### src/rtl/adbus_pkg.sv
package adbus_pkg;

    typedef enum logic [1:0] {
        ST_IDLE = 2'd0,
        ST_ADDR = 2'd1,
        ST_READ = 2'd2,
        ST_HOLD = 2'd3
    } bus_state_t;

    localparam int STB_AS = 0;
    localparam int STB_DS = 1;

endpackage

### src/rtl/adbus_sync.sv
module adbus_sync #(
    parameter int NSTB = 2,
    parameter int PW   = 12
) (
    input  logic            clk,
    input  logic            rst,
    input  logic [NSTB-1:0] stb_n,
    input  logic [PW-1:0]   pipe_in,
    output logic [NSTB-1:0] rise,
    output logic [NSTB-1:0] fall,
    output logic [PW-1:0]   pipe_out
);

    logic [PW-1:0] p1, p2;

    // Qualifier/data pipeline kept aligned with the strobe's second stage
    always_ff @(posedge clk) begin
        if (rst) begin
            p1 <= '1;
            p2 <= '1;
        end else begin
            p1 <= pipe_in;
            p2 <= p1;
        end
    end

    assign pipe_out = p2;

    for (genvar gi = 0; gi < NSTB; gi++) begin : g_stb
        logic [2:0] sh;

        always_ff @(posedge clk) begin
            if (rst) sh <= 3'b111;
            else     sh <= {sh[1:0], stb_n[gi]};
        end

        assign rise[gi] = sh[1] & ~sh[2];
        assign fall[gi] = ~sh[1] & sh[2];


        single_rise_chk: assert property (@(posedge clk) disable iff (rst)
            rise[gi] |=> !rise[gi]);
    end

endmodule

### src/rtl/adbus_recov.sv
module adbus_recov #(
    parameter int RECOV_CYCLES = 4
) (
    input  logic clk,
    input  logic rst,
    input  logic start,
    output logic busy
);

    localparam int CW = $clog2(RECOV_CYCLES + 1);
    localparam logic [CW-1:0] LOAD = CW'(RECOV_CYCLES - 1);

    logic [CW-1:0] cnt;

    always_ff @(posedge clk) begin
        if (rst)             cnt <= '0;
        else if (start)      cnt <= LOAD;
        else if (cnt != '0)  cnt <= cnt - 1'b1;
    end

    assign busy = (cnt != '0);


    recov_load_chk: assert property (@(posedge clk) disable iff (rst)
        start |=> cnt == LOAD);

endmodule

### src/rtl/adbus_slave.sv
module adbus_slave
    import adbus_pkg::*;
#(
    parameter int DW           = 8,
    parameter int RECOV_CYCLES = 4
) (
    input  logic          clk,
    input  logic          rst,
    input  logic [DW-1:0] ad_in,
    output logic [DW-1:0] ad_out,
    output logic          ad_oe,
    input  logic          as_n,
    input  logic          ds_n,
    input  logic          rw,
    input  logic          cs0_n,
    input  logic          cs1_n,
    input  logic          iack_n,
    output logic [DW-1:0] reg_addr,
    output logic [DW-1:0] wr_data,
    output logic          wr_en,
    output logic          rd_en,
    input  logic [DW-1:0] rd_data,
    output logic          as_pulse,
    output logic          recov_err
);

    localparam int PW = DW + 4;

    logic [1:0]    stb_rise, stb_fall;
    logic [PW-1:0] pipe_q;
    logic [DW-1:0] p_ad;
    logic          p_cs1_n, p_rw, p_cs0_n, p_iack_n;
    logic          as_rise, ds_rise, ds_fall;
    logic          busy, sel, accept, violate;

    bus_state_t    state, state_nx;
    logic [DW-1:0] lat_addr;
    logic          lat_cs0_n, lat_iack_n;

    adbus_sync #(.NSTB(2), .PW(PW)) u_sync (
        .clk      (clk),
        .rst      (rst),
        .stb_n    ({ds_n, as_n}),
        .pipe_in  ({cs1_n, rw, cs0_n, iack_n, ad_in}),
        .rise     (stb_rise),
        .fall     (stb_fall),
        .pipe_out (pipe_q)
    );

    assign {p_cs1_n, p_rw, p_cs0_n, p_iack_n, p_ad} = pipe_q;
    assign as_rise = stb_rise[STB_AS];
    assign ds_rise = stb_rise[STB_DS];
    assign ds_fall = stb_fall[STB_DS];

    adbus_recov #(.RECOV_CYCLES(RECOV_CYCLES)) u_recov (
        .clk   (clk),
        .rst   (rst),
        .start (accept),
        .busy  (busy)
    );

    // Address phase latch
    always_ff @(posedge clk) begin
        if (rst) begin
            lat_addr   <= '0;
            lat_cs0_n  <= 1'b1;
            lat_iack_n <= 1'b1;
        end else if (as_rise) begin
            lat_addr   <= p_ad;
            lat_cs0_n  <= p_cs0_n;
            lat_iack_n <= p_iack_n;
        end
    end

    assign sel     = ds_fall && (state == ST_ADDR) && !lat_cs0_n && !p_cs1_n && lat_iack_n;
    assign accept  = sel && !busy;
    assign violate = sel && busy;

    // State register
    always_ff @(posedge clk) begin
        if (rst) state <= ST_IDLE;
        else     state <= state_nx;
    end

    always_comb begin
        state_nx = state;
        if (as_rise) begin
            state_nx = ST_ADDR;
        end else begin
            unique case (state)
                ST_IDLE: state_nx = ST_IDLE;
                ST_ADDR: if (ds_fall) state_nx = (accept && p_rw) ? ST_READ : ST_HOLD;
                ST_READ: if (ds_rise) state_nx = ST_IDLE;
                ST_HOLD: if (ds_rise) state_nx = ST_IDLE;
                default: state_nx = ST_IDLE;
            endcase
        end
    end

    // Sticky recovery violation
    always_ff @(posedge clk) begin
        if (rst)          recov_err <= 1'b0;
        else if (violate) recov_err <= 1'b1;
    end

    // Outputs
    always_comb begin
        reg_addr = lat_addr;
        wr_data  = p_ad;
        wr_en    = accept && !p_rw;
        rd_en    = accept && p_rw;
        ad_oe    = (state == ST_READ);
        ad_out   = rd_data;
        as_pulse = as_rise;
    end


    wr_pulse_chk: assert property (@(posedge clk) disable iff (rst)
        wr_en |=> !wr_en);


    oe_after_rd_chk: assert property (@(posedge clk) disable iff (rst)
        $rose(ad_oe) |-> $past(rd_en));


    err_sticky_chk: assert property (@(posedge clk) disable iff (rst)
        recov_err |=> recov_err);

endmodule

### config.mk
export PLATFORM = sky130hd
export DESIGN_NAME = adbus_slave
export DESIGN_NICKNAME = d
export VERILOG_FILES = /design/src/rtl/adbus_pkg.sv /design/src/rtl/adbus_sync.sv /design/src/rtl/adbus_recov.sv /design/src/rtl/adbus_slave.sv
export SDC_FILE = /design/constraint.sdc
export NUM_CORES = 1
export LEC_CHECK = 0
export BUFFER_PORTS_ARGS = -buffer_cell sky130_fd_sc_hd__buf_2
export CAP_MARGIN = 15
export CELL_PAD_IN_SITES_DETAIL_PLACEMENT = 0
export CELL_PAD_IN_SITES_GLOBAL_PLACEMENT = 2
export CORE_AREA = 2 2 78 80
export DETAILED_ROUTE_END_ITERATION = 7
export DIE_AREA = 0 0 80 82
export GPL_ROUTABILITY_DRIVEN = 0
export GPL_TIMING_DRIVEN = 0
export PLACE_DENSITY = 0.84
export SETUP_SLACK_MARGIN = 0.4
export SYNTH_ARGS = -nofsm -noshare
export SYNTH_HDL_FRONTEND = slang
export SYNTH_SLANG_ARGS = --single-unit
### constraint.sdc
create_clock -name clk -period 1.56 [get_ports clk]
set_input_delay 0.078 -clock clk [delete_from_list [all_inputs] [get_ports clk]]
set_output_delay 0.078 -clock clk [all_outputs]
set_load 0.005 [all_outputs]
Word-level counts from Yosys, hierarchy flattened
Index checks and enable logic that the tools add are counted.

Register bits: 46. Input bits: 24. Output and inout bits: 29. Logic and storage cells: 53.

$add $sub $neg: 1. Eq/ne operators: 7. Muxes and demuxes: 7. Bitwise operators: 6. Reductions and logical operators: 20.

Operator list (count): $logic_and A1 B1 Y1 (8); $mux W2 (4); $pmux W2 S3 (1); $reduce_or A2 Y1 (3); $eq A2 B2 Y1 const B (2); $logic_not A1 Y1 (4); $reduce_and A2 Y1 (2); $and A1 B1 Y1 (3); $ne A3 B1 Y1 const B (1); $ne A3 B3 Y1 const B (1); $not A1 Y1 (3); $reduce_bool A3 Y1 (1); $sub A3 B1 Y3 const B (1); $eq A2 B1 Y1 const B (1); $logic_not A2 Y1 (1); $mux W1 (2); $ne A2 B1 Y1 const B (1); $ne A2 B2 Y1 const B (1); $reduce_bool A2 Y1 (1).

Longest topological paths before layout
Word-level depth: 12. Gate-level depth with buffers: 5. Depth with buffers taken out: 5.

Hierarchy
From an unflattened synthesis, not the netlist that was laid out.

Cell total of the unflattened synthesis: 143. Area, all modules: 1620.3 um^2.

Modules (own cells, without submodules): adbus_sync (times used 1, cells each 67, area an instance 828.3 um^2, seq. area each 600.6 um^2); adbus_slave (times used 1, cells each 59, area an instance 620.6 um^2, seq. area each 260.2 um^2); adbus_recov (times used 1, cells each 17, area an instance 171.4 um^2, seq. area each 60.1 um^2).

Least setup slack after synthesis
Ideal clock, no wire load.

Kind: reg2reg. Start point: register u_recov.cnt[0]. End point: register u_recov.cnt[1]. Setup time: 0.086 ns. Arrival: 1.211 ns. Required time: 1.474 ns. Path slack: 0.263 ns. Stages on the path, launching flop included: 6. Buffers on the path: 0. Period minus slack after synthesis: 1.297 ns. Cells stage by stage: dfxtp_1 inv_1 ha_1 or2b_1 a21o_1 a221oi_2.

Word-level cells in the longest chain between the ends: 4. Elaborated cells between the ends (all ways): 7. Classes of those cells: 1 x add/sub; 2 x mux; 4 x reduce/logical.

Ends and longest elaborated chain: start: declaration (RTL line adbus_recov.sv:13) `logic [CW-1:0] cnt;`; start signal: assignment (RTL line adbus_recov.sv:18) `else if (cnt != '0) cnt <= cnt - 1'b1;`; parallel branches: the longest is 4 deep, another holds $sub A3 B1 Y3.

Several ways; the timed one is not identified. The select of a mux whose other input is x is not followed. A chain may end at the register's enable or synchronous reset.

Final worst setup path
Start point: register u_recov.cnt[1]. End point: output port wr_en.

Word-level cells in the longest chain between the ends: 4.

Ends and longest elaborated chain: $reduce_bool A3 Y1 (RTL line adbus_recov.sv:21) `assign busy = (cnt != '0);`; $logic_not A1 Y1 (RTL line adbus_slave.sv:76) `assign accept = sel && !busy;`; $logic_and A1 B1 Y1 (RTL line adbus_slave.sv:76); $logic_and A1 B1 Y1 (RTL line adbus_slave.sv:110) `wr_en = accept && !p_rw;`; end: declaration (RTL line adbus_slave.sv:20) `output logic wr_en,`.

Every way passes these cells.

==> impl_metrics.toml <==
[timing]
period_needed_ps = 1420
fin_setup_tns_ps = 0
maxSlewViolCount = 0
setup_viol = 0
finalCritPeriodShare_pct = 91.3
relSlewSlack_pct = 63.9
fin_skew_ps = 5.27
worstMarginPinSlew_ps = 542
whs_ps = 32.7
max_clock_freq_ghz = 0.702
worst_slack_ps = 136
rsz0062_at_grt = "yes"
hold_viol = 0

[setup_path]
startpoint_type = "flop"
crit_arrival_ps = 1350
r2r_cells = 6
rrSetupSlack_ps = 150
cp_max_fo = 3
endpoint_kind = "output pin"
worstPathRequired_ps = 1480
worstSetupPathType = "reg2out"
rr_startpoint = "u_recov.cnt[1]$_SDFFE_PP0P_"
r2r-end = "u_recov.cnt[1]$_SDFFE_PP0P_"

[global_route]
grt_overflow_total = 0
grt_pass1_vias = 1161
grt_max_degree = 14
grt_pass1_wl_um = 5110
antenna_found_initial = 0
grt_use_met2_pct = 19.3
use_met3_pct = 3.96
track_usage_pct = 10.6
grtUsageMet1_pct = 10.7
grt_most_used_layer = "met2"

[layout]
drive_gt1_share_pct = 55.9
final_cell_mix = "buf_2, dfxtp_1, or2_2"
antenna_cells = 0
final_util_pct = 41.1
final_common_cell = "buf_2"
nNetsFinal = 264
area_growth_pct = 45.9

[clocking]
clock_sinks = 46
htree_levels = 2
cts_made_buffers = 5
clockRootBuffer = "clkbuf_8"
cts_buffer_depth = 2
path_clk_slew_ps = 80
cts_tree = "yes"
insertion_delay_ps = 290

[yosys]
synth_flop_cell = "dfxtp_1"
avgSynthCellArea_um2 = 10.0
syn_area_mm2 = 0.00162
synth_cell_types = 30
yosysSeqAreaShare_pct = 56.9
synth-async-reset-ratio_pct = 0
syn-num-nets = 187
synth-seq-cells = 46
synth_cells = 161
yosysWarnings = 0
synth_edf_count = 0

[placement]
portBuffers = 43
dp_hpwl_um = 2110
dp_slack_ps = 205

[die]
core-area_mm2 = 0.00575
row_count = 28
die_area_mm2 = 0.00656
boundaryPins = 53
die_h_um = 82
die_w_um = 80
start_util_pct = 28.2

[power]
power.static_leakage_nw = 1.05
power_density_mw_per_mm2 = 1160
power_w = 0.00274
ir_drop_mv = 0.480

[route]
firstDrtPassIters = 4
drc = 0
wire_per_inst_um = 10.3
viasPerCell = 3.93
ant_nets = 0
via_count = 1231
first_iter_violations = 38
wirelength_um = 3230

[min_path]
hp-start = "rst"
min_path_type = "in2reg"
min_to = "u_sync.p1[6]$_SDFF_PP1_"
whs_path_depth = 2

[run]
drv_cap = 0

[run_status]
status = "complete, no violations"
## worst max path at each step
stage                                              start                     endpoint  depth (start not counted)
after global routing         u_recov.cnt[1]$_SDFFE_PP0P_                        wr_en                          5
final                        u_recov.cnt[1]$_SDFFE_PP0P_                        wr_en                          5
after global placement           lat_iack_n$_SDFFE_PP1P_                        rd_en                          4
after detailed placement         lat_iack_n$_SDFFE_PP1P_                        rd_en                          4
after floorplan              u_recov.cnt[1]$_SDFFE_PP0P_  u_recov.cnt[1]$_SDFFE_PP0P_                          5
after CTS                 u_sync.pipe_out[11]$_SDFF_PP1_                        rd_en                          4
## stage by stage
step	std cells	area [µm²]
6_report	313	2360
5_1_grt	313	2360
4_1_cts	307	2290
3_5_place_dp	279	1940
3_3_place_gp	279	1940
2_1_floorplan	161	1630
## layout make-up
type	count	area, µm²
tap	75	93.8
fill	588	3390
timing repair buffer	70	467
multi-input combinational	88	573
inverter	4	17.5
clock inverter	1	30.0
sequential	46	932
clock buffer	6	82.6
buffer	23	164
## cells in the mapped netlist (2+ instances only)
master / instances / area [µm²]
inv_1: 4 / 15.0
buf_4: 16 / 120
or2_2: 30 / 188
ha_1: 2 / 25.0
dfxtp_1: 46 / 921
nand2_1: 21 / 78.8
nand3b_1: 3 / 22.5
a21oi_1: 10 / 50.1
nor2_1: 4 / 15.0
a211oi_1: 2 / 15.0
clkbuf_1: 4 / 15.0
## critical path, cell delays in order (launching register included)
cell and delay (ps):
dfxtp_2 330, inv_2 70, ha_4 130, or2b_1 260, nor3_2 150, buf_2 130
## cells by family (layout without fill, tap and decap cells)
| family | Yosys count | count (layout) | synth area share [%] |
|---|---|---|---|
| compound gates | 17 | 17 | 6.57 |
| buf+inv | 27 | 104 | 10.6 |
| fa+ha+maj | 2 | 2 | 1.55 |
| mux | 1 | 1 | 0.619 |
| simple gates | 68 | 68 | 23.7 |
| flops | 46 | 46 | 56.9 |
## routing by layer
metal  vias to the layer above  share of wire (%)
li1                        649                  -
met1                       545                 43
met2                        35                 51
met3                         2                4.9
met4                         0                1.2
met5                         -                  0
## repair_timing
action	in CTS	in global routing
gates resized for setup	15	8
endpoints found under the hold margin	14	0
buffers inserted	7	6
setup endpoints to repair	7	18
pin swaps	7	4
hold buffers	14	0
## state kept, by name (all words and copies together) (netlist names)
register,count
reg_addr,8
state,2
recov_err,1
u_recov.cnt,3
lat_iack_n,1
lat_cs0_n,1
u_sync.p1,12
u_sync.g_stb.sh,6
u_sync.pipe_out,12
## where the power goes
group	switching (W)	internal [W]	leakage [nW]
Sequential	0.0000426	0.00126	0.379
Combinational	0.000225	0.000340	0.616
Clock	0.000365	0.000512	0.0573
Total	0.000632	0.00211	1.05
No activity file was read; power rests on OpenSTA's default activity.
